### src/rtl/smb_cfg_pkg.sv
package smb_cfg_pkg;

  typedef enum logic [2:0] {
    LK_IDLE,
    LK_RX,
    LK_RX_ACK,
    LK_TX,
    LK_TX_ACK
  } lk_state_e;

  typedef enum logic [1:0] {
    RXK_ADDR,
    RXK_CMD,
    RXK_DATA
  } rx_kind_e;

  localparam int BYTE_W = 8;

endpackage

### src/rtl/smb_line_sync.sv
module smb_line_sync #(
  parameter int STAGES = 2
) (
  input  logic clk,
  input  logic rst,
  input  logic scl_i,
  input  logic sda_i,
  output logic scl_rise,
  output logic scl_fall,
  output logic sda_hi,
  output logic start_det,
  output logic stop_det
);

  logic [STAGES-1:0] scl_q;
  logic [STAGES-1:0] sda_q;
  logic              scl_d;
  logic              sda_d;
  logic              scl_s;

  always_ff @(posedge clk) begin
    if (rst) begin
      scl_q <= '1;
      sda_q <= '1;
      scl_d <= 1'b1;
      sda_d <= 1'b1;
    end else begin
      scl_q <= {scl_q[STAGES-2:0], scl_i};
      sda_q <= {sda_q[STAGES-2:0], sda_i};
      scl_d <= scl_q[STAGES-1];
      sda_d <= sda_q[STAGES-1];
    end
  end

  assign scl_s     = scl_q[STAGES-1];
  assign sda_hi    = sda_q[STAGES-1];
  assign scl_rise  = scl_s & ~scl_d;
  assign scl_fall  = ~scl_s & scl_d;
  assign start_det = scl_s & scl_d & sda_d & ~sda_hi;
  assign stop_det  = scl_s & scl_d & ~sda_d & sda_hi;

endmodule

### src/rtl/smb_reg_bank.sv
module smb_reg_bank #(
  parameter int          NUM_REGS  = 16,
  parameter int          CNT_IDX   = 6,
  parameter logic [7:0]  CNT_RESET = 8'd6
) (
  input  logic                  clk,
  input  logic                  rst,
  input  logic                  wr_en,
  input  logic [7:0]            wr_idx,
  input  logic [7:0]            wr_data,
  input  logic [7:0]            rd_idx,
  output logic [7:0]            rd_data,
  output logic [7:0]            eff_cnt,
  output logic [NUM_REGS*8-1:0] regs_o
);

  localparam int         AW    = $clog2(NUM_REGS);
  localparam logic [7:0] NREG8 = 8'(NUM_REGS);

  logic [7:0] mem [NUM_REGS];
  logic       wen_bit;

  assign wen_bit = mem[0][0];

  always_ff @(posedge clk) begin
    if (rst) begin
      for (int i = 0; i < NUM_REGS; i++) begin
        mem[i] <= (i == CNT_IDX) ? CNT_RESET : 8'h00;
      end
    end else if (wr_en && (wr_idx < NREG8)) begin
      if (wr_idx == 8'd0) begin
        mem[0][0] <= wr_data[0];
        if (wen_bit) mem[0][7:1] <= wr_data[7:1];
      end else if (wen_bit) begin
        mem[wr_idx[AW-1:0]] <= wr_data;
      end
    end
  end

  assign rd_data = (rd_idx < NREG8) ? mem[rd_idx[AW-1:0]] : 8'h00;
  assign eff_cnt = (mem[CNT_IDX] > NREG8) ? NREG8 : mem[CNT_IDX];

  for (genvar g = 0; g < NUM_REGS; g++) begin : g_view
    assign regs_o[g*8 +: 8] = mem[g];
  end

endmodule

### src/rtl/smb_link_fsm.sv
module smb_link_fsm
  import smb_cfg_pkg::*;
#(
  parameter logic [6:0] DEV_ADDR = 7'h69
) (
  input  logic       clk,
  input  logic       rst,
  input  logic       scl_rise,
  input  logic       scl_fall,
  input  logic       sda_hi,
  input  logic       start_det,
  input  logic       stop_det,
  input  logic [7:0] rd_data,
  input  logic [7:0] eff_cnt,
  output logic       sda_low,
  output logic       wr_en,
  output logic [7:0] wr_idx,
  output logic [7:0] wr_data,
  output logic [7:0] rd_idx
);

  lk_state_e  st;
  rx_kind_e   kind;
  logic [3:0] bitcnt;
  logic [7:0] shreg;
  logic [7:0] cmd;
  logic [7:0] ptr;
  logic       blk;
  logic       cnt_first;
  logic       nack;
  logic [7:0] tx_byte;

  assign rd_idx  = ptr;
  assign tx_byte = (blk && cnt_first)      ? eff_cnt :
                   (blk && (ptr >= eff_cnt)) ? 8'h00   : rd_data;

  always_ff @(posedge clk) begin
    if (rst) begin
      st        <= LK_IDLE;
      kind      <= RXK_ADDR;
      bitcnt    <= '0;
      shreg     <= '0;
      cmd       <= '0;
      ptr       <= '0;
      blk       <= 1'b0;
      cnt_first <= 1'b0;
      nack      <= 1'b0;
      sda_low   <= 1'b0;
      wr_en     <= 1'b0;
      wr_idx    <= '0;
      wr_data   <= '0;
    end else begin
      wr_en <= 1'b0;
      if (stop_det) begin
        st      <= LK_IDLE;
        sda_low <= 1'b0;
      end else if (start_det) begin
        st      <= LK_RX;
        kind    <= RXK_ADDR;
        bitcnt  <= '0;
        sda_low <= 1'b0;
      end else begin
        case (st)
          LK_RX: begin
            if (scl_rise && (bitcnt < 4'd8)) begin
              shreg  <= {shreg[6:0], sda_hi};
              bitcnt <= bitcnt + 4'd1;
            end else if (scl_fall && (bitcnt == 4'd8)) begin
              case (kind)
                RXK_ADDR: begin
                  if (shreg[7:1] == DEV_ADDR) begin
                    sda_low <= 1'b1;
                    st      <= LK_RX_ACK;
                  end else begin
                    st <= LK_IDLE;
                  end
                end
                RXK_CMD: begin
                  cmd       <= shreg;
                  blk       <= shreg[7];
                  ptr       <= shreg[7] ? 8'h00 : {1'b0, shreg[6:0]};
                  cnt_first <= shreg[7];
                  sda_low   <= 1'b1;
                  st        <= LK_RX_ACK;
                end
                default: begin
                  if (!cmd[7]) begin
                    wr_en   <= 1'b1;
                    wr_idx  <= {1'b0, cmd[6:0]};
                    wr_data <= shreg;
                  end
                  sda_low <= 1'b1;
                  st      <= LK_RX_ACK;
                end
              endcase
            end
          end
          LK_RX_ACK: begin
            if (scl_fall) begin
              sda_low <= 1'b0;
              bitcnt  <= '0;
              case (kind)
                RXK_ADDR: begin
                  if (shreg[0]) begin
                    shreg   <= tx_byte;
                    sda_low <= ~tx_byte[7];
                    st      <= LK_TX;
                    if (blk && cnt_first) cnt_first <= 1'b0;
                    else                  ptr       <= ptr + 8'd1;
                  end else begin
                    st   <= LK_RX;
                    kind <= RXK_CMD;
                  end
                end
                RXK_CMD: begin
                  st   <= LK_RX;
                  kind <= RXK_DATA;
                end
                default: st <= LK_IDLE;
              endcase
            end
          end
          LK_TX: begin
            if (scl_rise) begin
              bitcnt <= bitcnt + 4'd1;
            end else if (scl_fall) begin
              if (bitcnt == 4'd8) begin
                sda_low <= 1'b0;
                st      <= LK_TX_ACK;
              end else begin
                shreg   <= {shreg[6:0], 1'b0};
                sda_low <= ~shreg[6];
              end
            end
          end
          LK_TX_ACK: begin
            if (scl_rise) begin
              nack <= sda_hi;
            end else if (scl_fall) begin
              if (nack) begin
                st <= LK_IDLE;
              end else begin
                shreg   <= tx_byte;
                sda_low <= ~tx_byte[7];
                bitcnt  <= '0;
                st      <= LK_TX;
                if (blk && cnt_first) cnt_first <= 1'b0;
                else                  ptr       <= ptr + 8'd1;
              end
            end
          end
          default: ;
        endcase
      end
    end
  end

endmodule

### src/rtl/smb_cfg_regs.sv
module smb_cfg_regs #(
  parameter logic [6:0] DEV_ADDR    = 7'h69,
  parameter int         NUM_REGS    = 16,
  parameter int         CNT_IDX     = 6,
  parameter logic [7:0] CNT_RESET   = 8'd6,
  parameter int         SYNC_STAGES = 2
) (
  input  logic                  clk,
  input  logic                  rst,
  input  logic                  scl_i,
  input  logic                  sda_i,
  output logic                  sda_low_o,
  output logic [NUM_REGS*8-1:0] regs_o
);

  logic       scl_rise;
  logic       scl_fall;
  logic       sda_hi;
  logic       start_det;
  logic       stop_det;
  logic       wr_en;
  logic [7:0] wr_idx;
  logic [7:0] wr_data;
  logic [7:0] rd_idx;
  logic [7:0] rd_data;
  logic [7:0] eff_cnt;

  smb_line_sync #(.STAGES(SYNC_STAGES)) sync_i (
    .clk       (clk),
    .rst       (rst),
    .scl_i     (scl_i),
    .sda_i     (sda_i),
    .scl_rise  (scl_rise),
    .scl_fall  (scl_fall),
    .sda_hi    (sda_hi),
    .start_det (start_det),
    .stop_det  (stop_det)
  );

  smb_link_fsm #(.DEV_ADDR(DEV_ADDR)) link_i (
    .clk       (clk),
    .rst       (rst),
    .scl_rise  (scl_rise),
    .scl_fall  (scl_fall),
    .sda_hi    (sda_hi),
    .start_det (start_det),
    .stop_det  (stop_det),
    .rd_data   (rd_data),
    .eff_cnt   (eff_cnt),
    .sda_low   (sda_low_o),
    .wr_en     (wr_en),
    .wr_idx    (wr_idx),
    .wr_data   (wr_data),
    .rd_idx    (rd_idx)
  );

  smb_reg_bank #(
    .NUM_REGS  (NUM_REGS),
    .CNT_IDX   (CNT_IDX),
    .CNT_RESET (CNT_RESET)
  ) bank_i (
    .clk     (clk),
    .rst     (rst),
    .wr_en   (wr_en),
    .wr_idx  (wr_idx),
    .wr_data (wr_data),
    .rd_idx  (rd_idx),
    .rd_data (rd_data),
    .eff_cnt (eff_cnt),
    .regs_o  (regs_o)
  );

endmodule

### config.mk
export PLATFORM = sky130hd
export DESIGN_NAME = smb_cfg_regs
export DESIGN_NICKNAME = d
export VERILOG_FILES = /design/src/rtl/smb_cfg_pkg.sv /design/src/rtl/smb_line_sync.sv /design/src/rtl/smb_reg_bank.sv /design/src/rtl/smb_link_fsm.sv /design/src/rtl/smb_cfg_regs.sv
export SDC_FILE = /design/constraint.sdc
export NUM_CORES = 1
export LEC_CHECK = 0
export BUFFER_PORTS_ARGS = -buffer_cell sky130_fd_sc_hd__buf_2
export CORE_ASPECT_RATIO = 1.75
export CORE_UTILIZATION = 58
export DETAILED_ROUTE_END_ITERATION = 7
export PLACE_DENSITY = 0.88
export RECOVER_POWER = 50
export SLEW_MARGIN = 20
export SYNTH_ARGS = -nofsm -noshare
export SYNTH_HDL_FRONTEND = slang
export SYNTH_HIERARCHICAL = 1
export SYNTH_SLANG_ARGS = --single-unit
### constraint.sdc
create_clock -name clk -period 2.9 [get_ports clk]
set_input_delay 0.58 -clock clk [delete_from_list [all_inputs] [get_ports clk]]
set_output_delay 0.58 -clock clk [all_outputs]
set_load 0.005 [all_outputs]
; Word-level counts from Yosys, hierarchy flattened
; Memory sizes are Yosys's and may differ from the RTL's. A register that Yosys moved wholly into a read port is not among the register bits.
; Index checks and enable logic that the tools add are counted.
[word_totals]
mem_bits_rw = 128
output_inout_bits = 129
in_bits = 4
word_cells = 215
mem_count = 1
reg_bits = 59
[mem_list]
columns = name, depth, width, read_ports, rd_clocked_by_memory_dff, write_ports, line
row1 = bank_i.mem, 16, 8, 17, 1, 16, smb_reg_bank.sv:20  ; logic [7:0] mem [NUM_REGS];
[op_classes]
add_sub_neg = 2
eq_ne = 34
order_cmp = 5
reduce_logical = 29
n_mux = 103
bitwise = 22
[ops]
columns = cell, count
row1 = two-way mux 8 bit, 25
row2 = two-way mux 1 bit, 41
row3 = two-way mux 4 bit, 10
row4 = one-hot mux 8 bit (4 select lines), 1
row5 = two-way mux 3 bit, 8
row6 = one-hot mux 8 bit (3 select lines), 1
row7 = AND reduction 12 bit, 2
row8 = inequality test 3 x 1 -> 1 bit (second input constant), 7
row9 = two-way mux 2 bit, 9
row10 = inequality test 2 x 1 -> 1 bit (second input constant), 9
row11 = AND reduction 9 bit, 2
row12 = one-hot mux 4 bit (4 select lines), 1
row13 = OR reduction 8 bit, 2
row14 = two-way mux 7 bit, 2
row15 = NOT 1 bit, 13
row16 = AND reduction 13 bit, 1
row17 = inequality test 3 x 2 -> 1 bit (second input constant), 4
row18 = one-hot mux 3 bit (4 select lines), 1
row19 = inequality test 2 bit (second input constant), 5
row20 = AND reduction 10 bit, 1
row21 = adder 8 x 1 -> 8 bit (second input constant), 1
row22 = greater-or-equal comparator 8 bit, 1
row23 = > comparator 8 x 5 -> 1 bit (second input constant), 1
row24 = zero test 8 bit, 1
row25 = 29 further kinds, 46

; Depth between registers and ports, before layout
; Gate-level depths: netlist of run 1.
; An unclocked memory read counts as a cell.
[logic_depth]
word_depth = 12
ltp_mapped = 10
mapped_depth_nobuf = 8

; Hierarchy
; Netlist of run 1, hierarchy kept.
[by_module_without_submodules]
columns = mod, cells_per_inst, seq_area_each_um2, area_per_inst_um2, instances
row1 = smb_reg_bank, 418, 3843.7, 6103.4, 1
row2 = smb_link_fsm, 380, 1041.0, 3174.3, 1
row3 = smb_line_sync, 16, 120.1, 190.2, 1

; Worst setup path after synthesis of run 1
; No wires, ideal clock.
[synth_timing]
kind = flip-flop to flip-flop
from = mem bank_i.mem[6][5]
to = reg link_i.sda_low
arrival_ns = 2.391
setup_slack_ns = 0.386
required_ns = 2.776
path_buffers = 1
stages_incl_launch_ff = 10
period_less_slack_ns = 2.514
path_cell_list = edfxtp_1 nor4_1 and2_1 ha_1 nand2b_1 a2111oi_0 a211o_1 buf_1 a311o_1 a31oi_1
[synth_rtl]
columns = element, line
row1 = "start, declared", smb_reg_bank.sv:20
row2 = "end signal, assigned", smb_link_fsm.sv:106  ; sda_low <= ~tx_byte[7];
row3 = "end signal, assigned", smb_link_fsm.sv:132  ; sda_low <= ~shreg[6];
row4 = "end signal, assigned", smb_link_fsm.sv:144  ; sda_low <= ~tx_byte[7];
row5 = "end, declared", smb_link_fsm.sv:15  ; output logic sda_low,

==> key figures, run 1 <==
Status
  – Status: completed

Die
  – Die ar.: 16900 µm²
  – Core footprint: 16000 µm²
  – Initial core utilization: 59.4%
  – DIE HEIGHT: 171 µm
  – Io pins: 133
  – Rows: 61
  – Die X: 98.6 µm

Global route
  – Remaining global-route overflow: 0
  – Initial antenna violation count: 0
  – Pin count of the biggest net entering global routing: 62
  – Global-route wire length before repair: 41.5 mm
  – Gr usage total: 33.7%
  – Vias in the first global route: 7342

Yosys
  – Synth Flop Type: edfxtp_1
  – Adder and majority gate portion of the synthesized area: 1.45%
  – Synthesized flop and latch total: 186
  – Simple-gate share of the synthesized area: 21.1%
  – Compound-Gate Fraction of Synth Area: 9.34%
  – Synth warn: 6
  – Mapped Avg Cell Area: 11.6 µm²
  – Netlist cell types: 69
  – Synth Area in XOR/XNOR: 0.0925%
  – Mux contribution to synthesized area: 11.4%
  – Largest family of logic cells by synthesized area: simple AND/OR/NAND/NOR gates
  – Number of synthesized flops with an enable pin: 128
  – Mapped Cells: 814
  – Cell area after synthesis: 9470 µm²
  – Post-synthesis sequential area ratio: 52.9%
  – Async S/R FF share, synth: 0%

Power and ir drop
  – Worst VDD drop: 0.563 mV
  – Total power: 5.81 mW
  – Static Leak: 3.81 nW
  – Power Dens Cells: 534 nW/µm²

CTS
  – TritonCTS clock tree: built
  – Clk pin slew, worst setup/hold paths: 70 ps
  – CTS H-tree depth: 4
  – Max Root-Sink Buffers: 2
  – Post-CTS setup buffers: 0
  – Cts bufs inserted: 17
  – Clock Sinks: 186
  – Clk Latency, worst-skew pair: 450 ps
  – Clock root cell: clkbuf_16

STA
  – Final Setup Violations: 0
  – Worst slew pin tran: 1170 ps
  – Layout Skew: 10.1 ps
  – Final Critical Period: 2730 ps
  – RSZ-0062 raised after global routing: false
  – Slew HR: 22.3%
  – Fmax achieved: 366 MHz
  – Tcrit/Tclk final: 94.2%
  – Final setup TNS: 0 ps
  – Hold Violations, Final: 0
  – Max-slew violation count: 0

Layout
  – Ant diodes: 0
  – Commonest non-fill, non-tap cell in the layout: edfxtp_1
  – Final Instance Area: 10900 µm²
  – Fin util: 68.2%
  – Fraction of layout cells with a size suffix above 1: 17.3%
  – # fillers: 1135
  – Final nets: 968
  – Area delta synth->final: 14.9%
  – Most frequent cells in the layout: 128 x edfxtp_1, 98 x and2_1, 85 x clkbuf_1

Worst setup path
  – CP Max Fanout: 9
  – CP Capture Point: bank_i/mem[9][5]$_SDFFCE_PN0P_
  – Worst path required time: 3030 ps
  – R2R Setup Slk: 170 ps
  – FF-to-FF path depth: 5
  – Crit path DAT: 2860 ps
  – Kind of critical path: register to register
  – RR Endpoint: bank_i/mem[9][5]$_SDFFCE_PN0P_
  – Critical Path Start: link_i/wr_idx[6]$_SDFFE_PP0P_
  – Startpoint Class: register
  – Setup crit end kind: register
  – R2r startpoint: link_i/wr_idx[6]$_SDFFE_PP0P_

Drt
  – Number of vias in the routed layout: 7529
  – Routed vias/inst: 6.52
  – DR WL/cell: 23.9 µm
  – DRT Wirelength: 27.6 mm
  – DR iter-0 viols: 747
  – Final ANT Viol Nets: 0
  – DRC: 0
  – Pre-Repair DR Iteration Count: 5

Min path
  – Hold WC Path Type: input port to register

Run
  – Max Cap Viol: 0

Placed design
  – Placed inst area: 10400 µm²
  – Port bufs: 132
  – Placer congestion estimate: 0.967
  – DPL Wire Length: 19.8 mm
## worst max-delay path, cell delays in order (launching register included)
cell      delay [ps]
dfxtp_1          320
nor4_1           870
nand4_1          370
nor2_1           190
clkbuf_1         350
or2_2            320
## sequential cells by signal, indices dropped and copies added (netlist names), 3 cells and up
register / flops
link_i/wr_idx: 7
link_i/rd_idx: 8
bank_i/mem: 128
link_i/st: 3
link_i/wr_data: 8
link_i/bitcnt: 4
link_i/cmd: 8
link_i/shreg: 8
## report_power, final
| group | switching (mW) | total, mW | internal [mW] |
|---|---|---|---|
| sequential | 0.0704 | 3.00 | 2.93 |
| clock | 1.07 | 2.49 | 1.42 |
| combinational | 0.194 | 0.317 | 0.123 |
| total | 1.33 | 5.81 | 4.47 |
## Yosys cell counts (8+ instances only)
master | number | area share [%]
a41oi_1 | 8 | 0.74
nand2_1 | 38 | 1.5
a22oi_1 | 23 | 1.8
inv_1 | 19 | 0.75
a21oi_1 | 19 | 1.0
edfxtp_1 | 128 | 41
clkbuf_1 | 29 | 1.1
nand4_1 | 8 | 0.53
nand2b_1 | 8 | 0.53
mux2i_1 | 47 | 5.0
nor3b_1 | 8 | 0.63
or2_2 | 20 | 1.3
ha_1 | 11 | 1.5
mux4_2 | 20 | 4.8
nor2b_1 | 10 | 0.66
nand3_1 | 14 | 0.74
nor2_1 | 56 | 2.2
o21ai_0 | 10 | 0.53
o211ai_1 | 10 | 0.79
dfxtp_1 | 58 | 12
buf_4 | 8 | 0.63
and2_1 | 135 | 8.9
## what timing repair did
action / in CTS / in global routing
gates resized for setup: 0 / 1
hold buffers: 0 / 0
endpoints found under the hold margin: 0 / 0
setup endpoints to repair: 0 / 1
## worst min path at each step
stage,start,depth (start not counted),end,slack [ps]
after floorplan,sync_i/scl_q[0]$_SDFF_PP1_,1,sync_i/scl_q[1]$_SDFF_PP1_,380
after global placement,sync_i/scl_q[0]$_SDFF_PP1_,1,sync_i/scl_q[1]$_SDFF_PP1_,390
after detailed placement,sync_i/scl_q[0]$_SDFF_PP1_,1,sync_i/scl_q[1]$_SDFF_PP1_,390
after CTS,scl_i,2,sync_i/scl_q[0]$_SDFF_PP1_,330
after global routing,sda_i,2,sync_i/sda_q[0]$_SDFF_PP1_,330
final,scl_i,2,sync_i/scl_q[0]$_SDFF_PP1_,330
## per-layer routing
| metal | vias up | part of all wire, % | GRT usage [%] |
|---|---|---|---|
| met5 | - | 0 | 0 |
| met4 | 0 | 8.1 | 23.8 |
| met3 | 142 | 7.7 | 7.07 |
| met2 | 508 | 52 | 60.6 |
| met1 | 3604 | 32 | 34.6 |
| li1 | 3275 | - | - |
## cells by family (layout without fill, tap and decap cells)
| family | count (synthesis) | after routing |
|---|---|---|
| AOI/OAI and AO/OA | 122 | 122 |
| xor gates and xnor gates | 1 | 1 |
| adders and majority gates | 11 | 11 |
| buffers and inverters | 72 | 222 |
| DFF | 186 | 186 |
| muxes | 74 | 74 |
| other | 2 | 4 |
| and+or+nand+nor | 346 | 346 |
## cell type report
type	count	area, µm²	area share [%]
clock buffer	20	489	4.50
clock inverter	12	149	1.37
inverter	21	78.8	0.725
multi-input combinational	558	4100	37.7
sequential	186	5010	46.0
tap	189	236	2.17
timing repair buffer	169	815	7.49
## metrics by stage
step	worst slack [ps]	std cells	hold slack (ps)
CTS	275	1155	329
detailed placement	317	1123	388
floorplan	386	816	383
finish	167	1155	327
global route	15.7	1155	328
global placement	435	1123	386
Power figures use the tool's default switching activity.
==> run 2, diff against run 1 <==
- CTS_CLUSTER_SIZE: not set -> 14
- SETUP_SLACK_MARGIN: not set -> 0.5
==> key figures, run 2 (synthesis gave the netlist of run 1 again) <==
Power and ir drop
  – Total power: 5.72 mW (-1.5%)
  – Worst VDD drop: 0.618 mV (+9.8%)
  – Static Leak: 3.90 nW (+2.5%)
  – Power Dens Cells: 511 nW/µm² (-4.2%)

Global route
  – Vias in the first global route: 7367 (+0.34%)
  – Global-route wire length before repair: 41.3 mm (-0.51%)
  – Gr usage total: 33.6% (-0.11 points)
  – Initial antenna violation count: 0 (unchanged)
  – Pin count of the biggest net entering global routing: 62 (unchanged)
  – Remaining global-route overflow: 0 (unchanged)

Worst setup path
  – R2R Setup Slk: 360 ps (+190 ps)
  – CP Max Fanout: 14 (+5)
  – FF-to-FF path depth: 6 (+1)
  – Crit-path cells: or3b_1 > or4_4 > nor3b_4 > buf_6 > mux2i_1 > nor2_1
  – Kind of critical path: register to register
  – Crit path DAT: 2810 ps (-50 ps)
  – Crit-path max cell delay: 570 ps (-300 ps)
  – R2r startpoint: link_i/st[0]$_SDFFE_PP0P_
  – Worst path required time: 3170 ps (+140 ps)
  – Startpoint Class: register
  – Setup crit end kind: register
  – CP max-delay cell: dfxtp_1
  – RR Endpoint: link_i/wr_data[4]$_SDFFE_PP0P_

CTS
  – Cts bufs inserted: 17 (unchanged)
  – Clock root cell: clkbuf_16
  – Clock Sinks: 186 (unchanged)
  – CTS H-tree depth: 4 (unchanged)
  – TritonCTS clock tree: built
  – Max Root-Sink Buffers: 2 (unchanged)
  – Post-CTS Hold Buffers: 0 (unchanged)
  – Clk pin slew, worst setup/hold paths: 70 ps (about the same)
  – Clk Latency, worst-skew pair: 440 ps (about the same)

Layout
  – Final Instance Area: 11200 µm² (+2.8%)
  – # fillers: 1101 (-3.0%)
  – Ant diodes: 0 (unchanged)
  – Largest Register: bank_i/mem
  – Final nets: 982 (+1.4%)
  – Most frequent cells in the layout: 128 x edfxtp_1, 91 x clkbuf_1, 83 x and2_1
  – Area delta synth->final: 18.1%
  – Max FFs per register: 128 (unchanged)
  – Fraction of layout cells with a size suffix above 1: 21.2% (+3.9 points)
  – Commonest non-fill, non-tap cell in the layout: edfxtp_1

Drt
  – DRT Wirelength: 28.7 mm (+4.1%)
  – DR WL/cell: 24.6 µm (+2.8%)
  – DR iter-0 viols: 591 (-21%)
  – Number of vias in the routed layout: 7650 (+1.6%)
  – Final ANT Viol Nets: 0 (unchanged)
  – Routed vias/inst: 6.54 (+0.39%)
  – DRC: 0 (unchanged)
  – Pre-Repair DR Iteration Count: 8 (+3)

Die
  – DIE HEIGHT: 171 µm (unchanged)
  – Initial core utilization: 59.4% (unchanged)
  – Die ar.: 16900 µm² (unchanged)
  – Die X: 98.6 µm (unchanged)
  – Core footprint: 16000 µm² (unchanged)
  – Rows: 61 (unchanged)
  – Io pins: 133 (unchanged)

STA
  – Final Critical Period: 2540 ps (-192 ps)
  – Final Setup Violations: 0 (unchanged)
  – RSZ-0062 raised after global routing: true
  – Final setup TNS: 0 ps (unchanged)
  – Max-slew violation count: 0 (unchanged)
  – Fmax achieved: 394 MHz (+7.6%)
  – Slew HR: 18.5% (-3.8 points)
  – Hold Violations, Final: 0 (unchanged)
  – Worst slew pin tran: 1220 ps (+56.8 ps)
  – Tcrit/Tclk final: 87.6% (-6.6 points)
  – Layout Skew: 9.97 ps (-0.121 ps)

Run
  – Max Cap Viol: 0 (unchanged)

Placed design
  – Placed inst area: 10400 µm² (-0.30%)
  – DPL Wire Length: 19.2 mm (-2.7%)
  – Placer congestion estimate: 0.947 (-2.1%)
  – Port bufs: 132 (unchanged)

Min path
  – Hold path startpoint: sda_i
  – Hold depth: 2 (unchanged)
  – Hold WC Path Type: input port to register
  – WHS Endpoint: sync_i/sda_q[0]$_SDFF_PP1_

Status
  – Status: completed
==> run 2: worst max-delay path by stage <==
stage / cells past startpoint / startpoint / to
after floorplan: 9 / link_i/rd_idx[0]$_SDFFE_PP0P_ / link_i/sda_low$_SDFFE_PP0P_
after global placement: 8 / bank_i/mem[6][5]$_SDFFCE_PN0P_ / link_i/sda_low$_SDFFE_PP0P_
after detailed placement: 8 / bank_i/mem[6][5]$_SDFFCE_PN0P_ / link_i/sda_low$_SDFFE_PP0P_
after CTS: 8 / link_i/rd_idx[0]$_SDFFE_PP0P_ / link_i/shreg[6]$_SDFFE_PP0P_
after global routing: 6 / link_i/st[0]$_SDFFE_PP0P_ / link_i/wr_data[7]$_SDFFE_PP0P_
final: 6 / link_i/st[0]$_SDFFE_PP0P_ / link_i/wr_data[4]$_SDFFE_PP0P_
==> run 2: final cells by class <==
type	instances	area [µm²]	area share, %
Clock buffer	21	526	4.70
Clock inverter	11	85.1	0.761
Inverter	21	78.8	0.705
Multi-Input combinational cell	559	4300	38.4
Sequential cell	186	5020	44.9
Tap cell	189	236	2.11
Timing Repair Buffer	182	940	8.40
==> run 2: through the flow <==
step / hold slack [ps] / cells / utilization, % / setup WS (ps)
floorplan: 383 / 816 / - / 580
global placement: 395 / 1118 / 64.9 / 407
detailed placement: 395 / 1118 / 64.9 / 266
CTS: 338 / 1152 / 69.1 / 494
global route: 335 / 1169 / 70.1 / 260
finish: 341 / 1169 / 70.1 / 360
==> run 2: metal layers <==
layer / GRT usage [%] / vias up / wire (µm)
met4: 26.5 / 0 / 2310
met5: 0 / - / 0
met3: 7.43 / 161 / 2320
met1: 34.1 / 3681 / 9100
met2: 59.2 / 490 / 15000
li1: - / 3318 / -
==> run 2: critical path: cells and delay by family (launching register included) <==
family        cells  cell delay [ps]
mux               1              230
buf+inv           1              220
flops             1              570
simple gates      4             1340
==> run 2: where the power goes <==
part	leakage [nW]	internal [mW]	switching (mW)	total [mW]
logic	1.91	0.131	0.200	0.331
registers	1.69	2.92	0.0751	3.00
clock network	0.302	1.32	1.07	2.39
total	3.90	4.38	1.34	5.72
==> run 2: timing repair <==
item                                    in CTS  in global routing
pin swaps                                    2                 12
buffers inserted                             0                 16
gates resized for setup                     13                 40
gates cloned                                 2                  1
endpoints found under the setup margin      27                 42
==> run 3, diff against run 2 <==
- CAP_MARGIN: not set -> 20
- CORE_ASPECT_RATIO: 1.75 -> not set
- CTS_BUF_LIST: not set -> sky130_fd_sc_hd__clkbuf_16
==> key figures, run 3 (synthesis gave the netlist of run 1 again) <==
Status
  – Status: completed

CTS
  – Cts bufs inserted: 17 (unchanged)
  – Clock root cell: clkbuf_16
  – TritonCTS clock tree: built
  – Max Root-Sink Buffers: 2 (unchanged)
  – Clk Latency, worst-skew pair: 440 ps (about the same)
  – Clk pin slew, worst setup/hold paths: 70 ps (about the same)
  – Post-CTS Hold Buffers: 0 (unchanged)
  – Clock Sinks: 186 (unchanged)
  – CTS H-tree depth: 4 (unchanged)

Drt
  – Routed vias/inst: 6.47 (-1.2%)
  – Number of vias in the routed layout: 7851 (+2.6%)
  – DR iter-0 viols: 1124 (+90%)
  – Final ANT Viol Nets: 0 (unchanged)
  – DR WL/cell: 23.2 µm (-5.7%)
  – DRT Wirelength: 28.1 mm (-2.1%)
  – DRC: 0 (unchanged)
  – Pre-Repair DR Iteration Count: 6 (-2)

Die
  – Core footprint: 15900 µm² (-0.42%)
  – Rows: 46 (-25%)
  – DIE HEIGHT: 130 µm (-24%)
  – Die X: 130 µm (+32%)
  – Initial core utilization: 59.6% (+0.25 points)
  – Die ar.: 16800 µm² (-0.12%)
  – Io pins: 133 (unchanged)

Worst setup path
  – RR Endpoint: link_i/sda_low$_SDFFE_PP0P_
  – R2R Setup Slk: 300 ps (-60 ps)
  – R2r startpoint: bank_i/mem[6][6]$_SDFFCE_PN0P_
  – FF-to-FF path depth: 8 (+2)
  – CP Max Fanout: 5 (-9)
  – Setup crit end kind: register
  – Startpoint Class: register
  – Kind of critical path: register to register
  – Crit path buf inv count: 1 (unchanged)
  – Worst path required time: 3250 ps (+80 ps)
  – Top Family by Delay on Critical Path: compound AO/OA/AOI/OAI gates
  – Crit-path cells: nor4_4 > and2_1 > inv_1 > ha_1 > o21ai_0 > a211o_2 > a311o_1 > a31oi_1
  – Crit-path max cell delay: 440 ps (-130 ps)
  – CP max-delay cell: edfxtp_1
  – WP depth: 8 (+2)
  – Crit path DAT: 2950 ps (+140 ps)

Placed design
  – Placed inst area: 10400 µm² (+0.40%)
  – DPL Wire Length: 18.0 mm (-6.2%)
  – Place WS: 349 ps (+83.2 ps)
  – Placer congestion estimate: 0.936 (-1.2%)
  – Dpl cells: 1146 (+2.5%)
  – Port bufs: 132 (unchanged)

Min path
  – Hold path startpoint: sda_i
  – Hold WC Path Type: input port to register
  – Hold depth: 2 (unchanged)
  – WHS Endpoint: sync_i/sda_q[0]$_SDFF_PP1_

Global route
  – Gr usage total: 32.8% (-0.72 points)
  – Grt met3 use: 6.36% (-1.1 points)
  – GRT busiest layer: met2
  – GR Util met1: 45.7% (+12 points)
  – Remaining global-route overflow: 0 (unchanged)
  – Met2 usage: 50.6% (-8.7 points)
  – Initial antenna violation count: 0 (unchanged)
  – Vias in the first global route: 7069 (-4.0%)
  – Global-route wire length before repair: 40.4 mm (-2.1%)
  – Pin count of the biggest net entering global routing: 62 (unchanged)

STA
  – Final Critical Period: 2600 ps (+61.5 ps)
  – Final Setup Violations: 0 (unchanged)
  – Fin Hold WS: 323 ps (-17.4 ps)
  – Tcrit/Tclk final: 89.7% (+2.1 points)
  – Fmax achieved: 384 MHz (-2.4%)
  – Layout Skew: 11.0 ps (+1.02 ps)
  – RSZ-0062 raised after global routing: true
  – Slew HR: 18.8% (+0.34 points)
  – Post-route worst setup slack: 298 ps (-61.5 ps)
  – Final setup TNS: 0 ps (unchanged)
  – Worst slew pin tran: 1220 ps (-5.15 ps)
  – Max-slew violation count: 0 (unchanged)
  – Hold Violations, Final: 0 (unchanged)

Layout
  – Final Instance Area: 11300 µm² (+0.97%)
  – Most frequent cells in the layout: 128 x edfxtp_1, 89 x buf_2, 86 x and2_1
  – Ant diodes: 0 (unchanged)
  – Largest Register: bank_i/mem
  – Area delta synth->final: 19.3%
  – Max FFs per register: 128 (unchanged)
  – Multi-input gate area in the final layout: 4230 µm² (-1.7%)
  – # fillers: 1056 (-4.1%)
  – FF+latch area: 5010 µm² (about the same)
  – Fin util: 71.1% (+0.98 points)
  – Layout Cells excl Fill: 1214 (+3.8%)
  – Fraction of layout cells with a size suffix above 1: 25.5% (+4.2 points)
  – Commonest non-fill, non-tap cell in the layout: edfxtp_1
  – Final nets: 1000 (+1.8%)

Power and ir drop
  – Power Dens Cells: 490 nW/µm² (-4.3%)
  – Worst VDD drop: 0.469 mV (-24%)
  – Static Leak: 4.04 nW (+3.4%)
  – Total power: 5.53 mW (-3.4%)

Run
  – Max Cap Viol: 0 (unchanged)
-- run 3: worst max path at each step --
stage,from,endpoint,slack [ps]
final,bank_i/mem[6][6]$_SDFFCE_PN0P_,link_i/sda_low$_SDFFE_PP0P_,300
after detailed placement,bank_i/mem[6][5]$_SDFFCE_PN0P_,link_i/sda_low$_SDFFE_PP0P_,350
after global routing,bank_i/mem[6][5]$_SDFFCE_PN0P_,link_i/sda_low$_SDFFE_PP0P_,230
after global placement,bank_i/mem[6][5]$_SDFFCE_PN0P_,link_i/sda_low$_SDFFE_PP0P_,430
after floorplan,link_i/rd_idx[0]$_SDFFE_PP0P_,link_i/sda_low$_SDFFE_PP0P_,580
after CTS,link_i/rd_idx[2]$_SDFFE_PP0P_,link_i/sda_low$_SDFFE_PP0P_,480
-- run 3: timing repair --
item | 4_1_cts | 5_1_grt
gates cloned | 1 | 3
pin swaps | 2 | 17
buffers inserted | 5 | 27
gates resized for setup | 9 | 30
setup endpoints to repair | 24 | 36
-- run 3: cell type report --
| type | instances | share of cell area [%] |
|---|---|---|
| sequential | 186 | 44.4 |
| clock buffer | 17 | 3.77 |
| timing repair buffer | 200 | 10.3 |
| clock inverter | 15 | 1.01 |
| tap | 216 | 2.39 |
| multi-input combinational | 559 | 37.4 |
| inverter | 21 | 0.698 |
-- run 3: power by group --
part / internal [mW] / switching, mW / leakage [nW]
clock network: 1.11 / 1.08 / 0.262
registers: 2.93 / 0.0794 / 1.69
logic: 0.140 / 0.189 / 2.09
total: 4.18 / 1.35 / 4.04
-- run 3: worst reg2reg max path: cells and delay by family (launching register included) --
| kind | cells | cell delay [ps] |
|---|---|---|
| adder cells (fa/ha/maj) | 1 | 260 |
| AO/OA/AOI/OAI | 4 | 1100 |
| buffers and inverters | 1 | 60 |
| flip-flops | 1 | 440 |
| AND/OR/NAND/NOR | 2 | 650 |
-- run 3: layer usage --
metal  part of all wire, %  wire (µm)
met1                    37      10400
met2                    46      13100
met3                    13       3600
met4                   3.9       1100
met5                     0          0
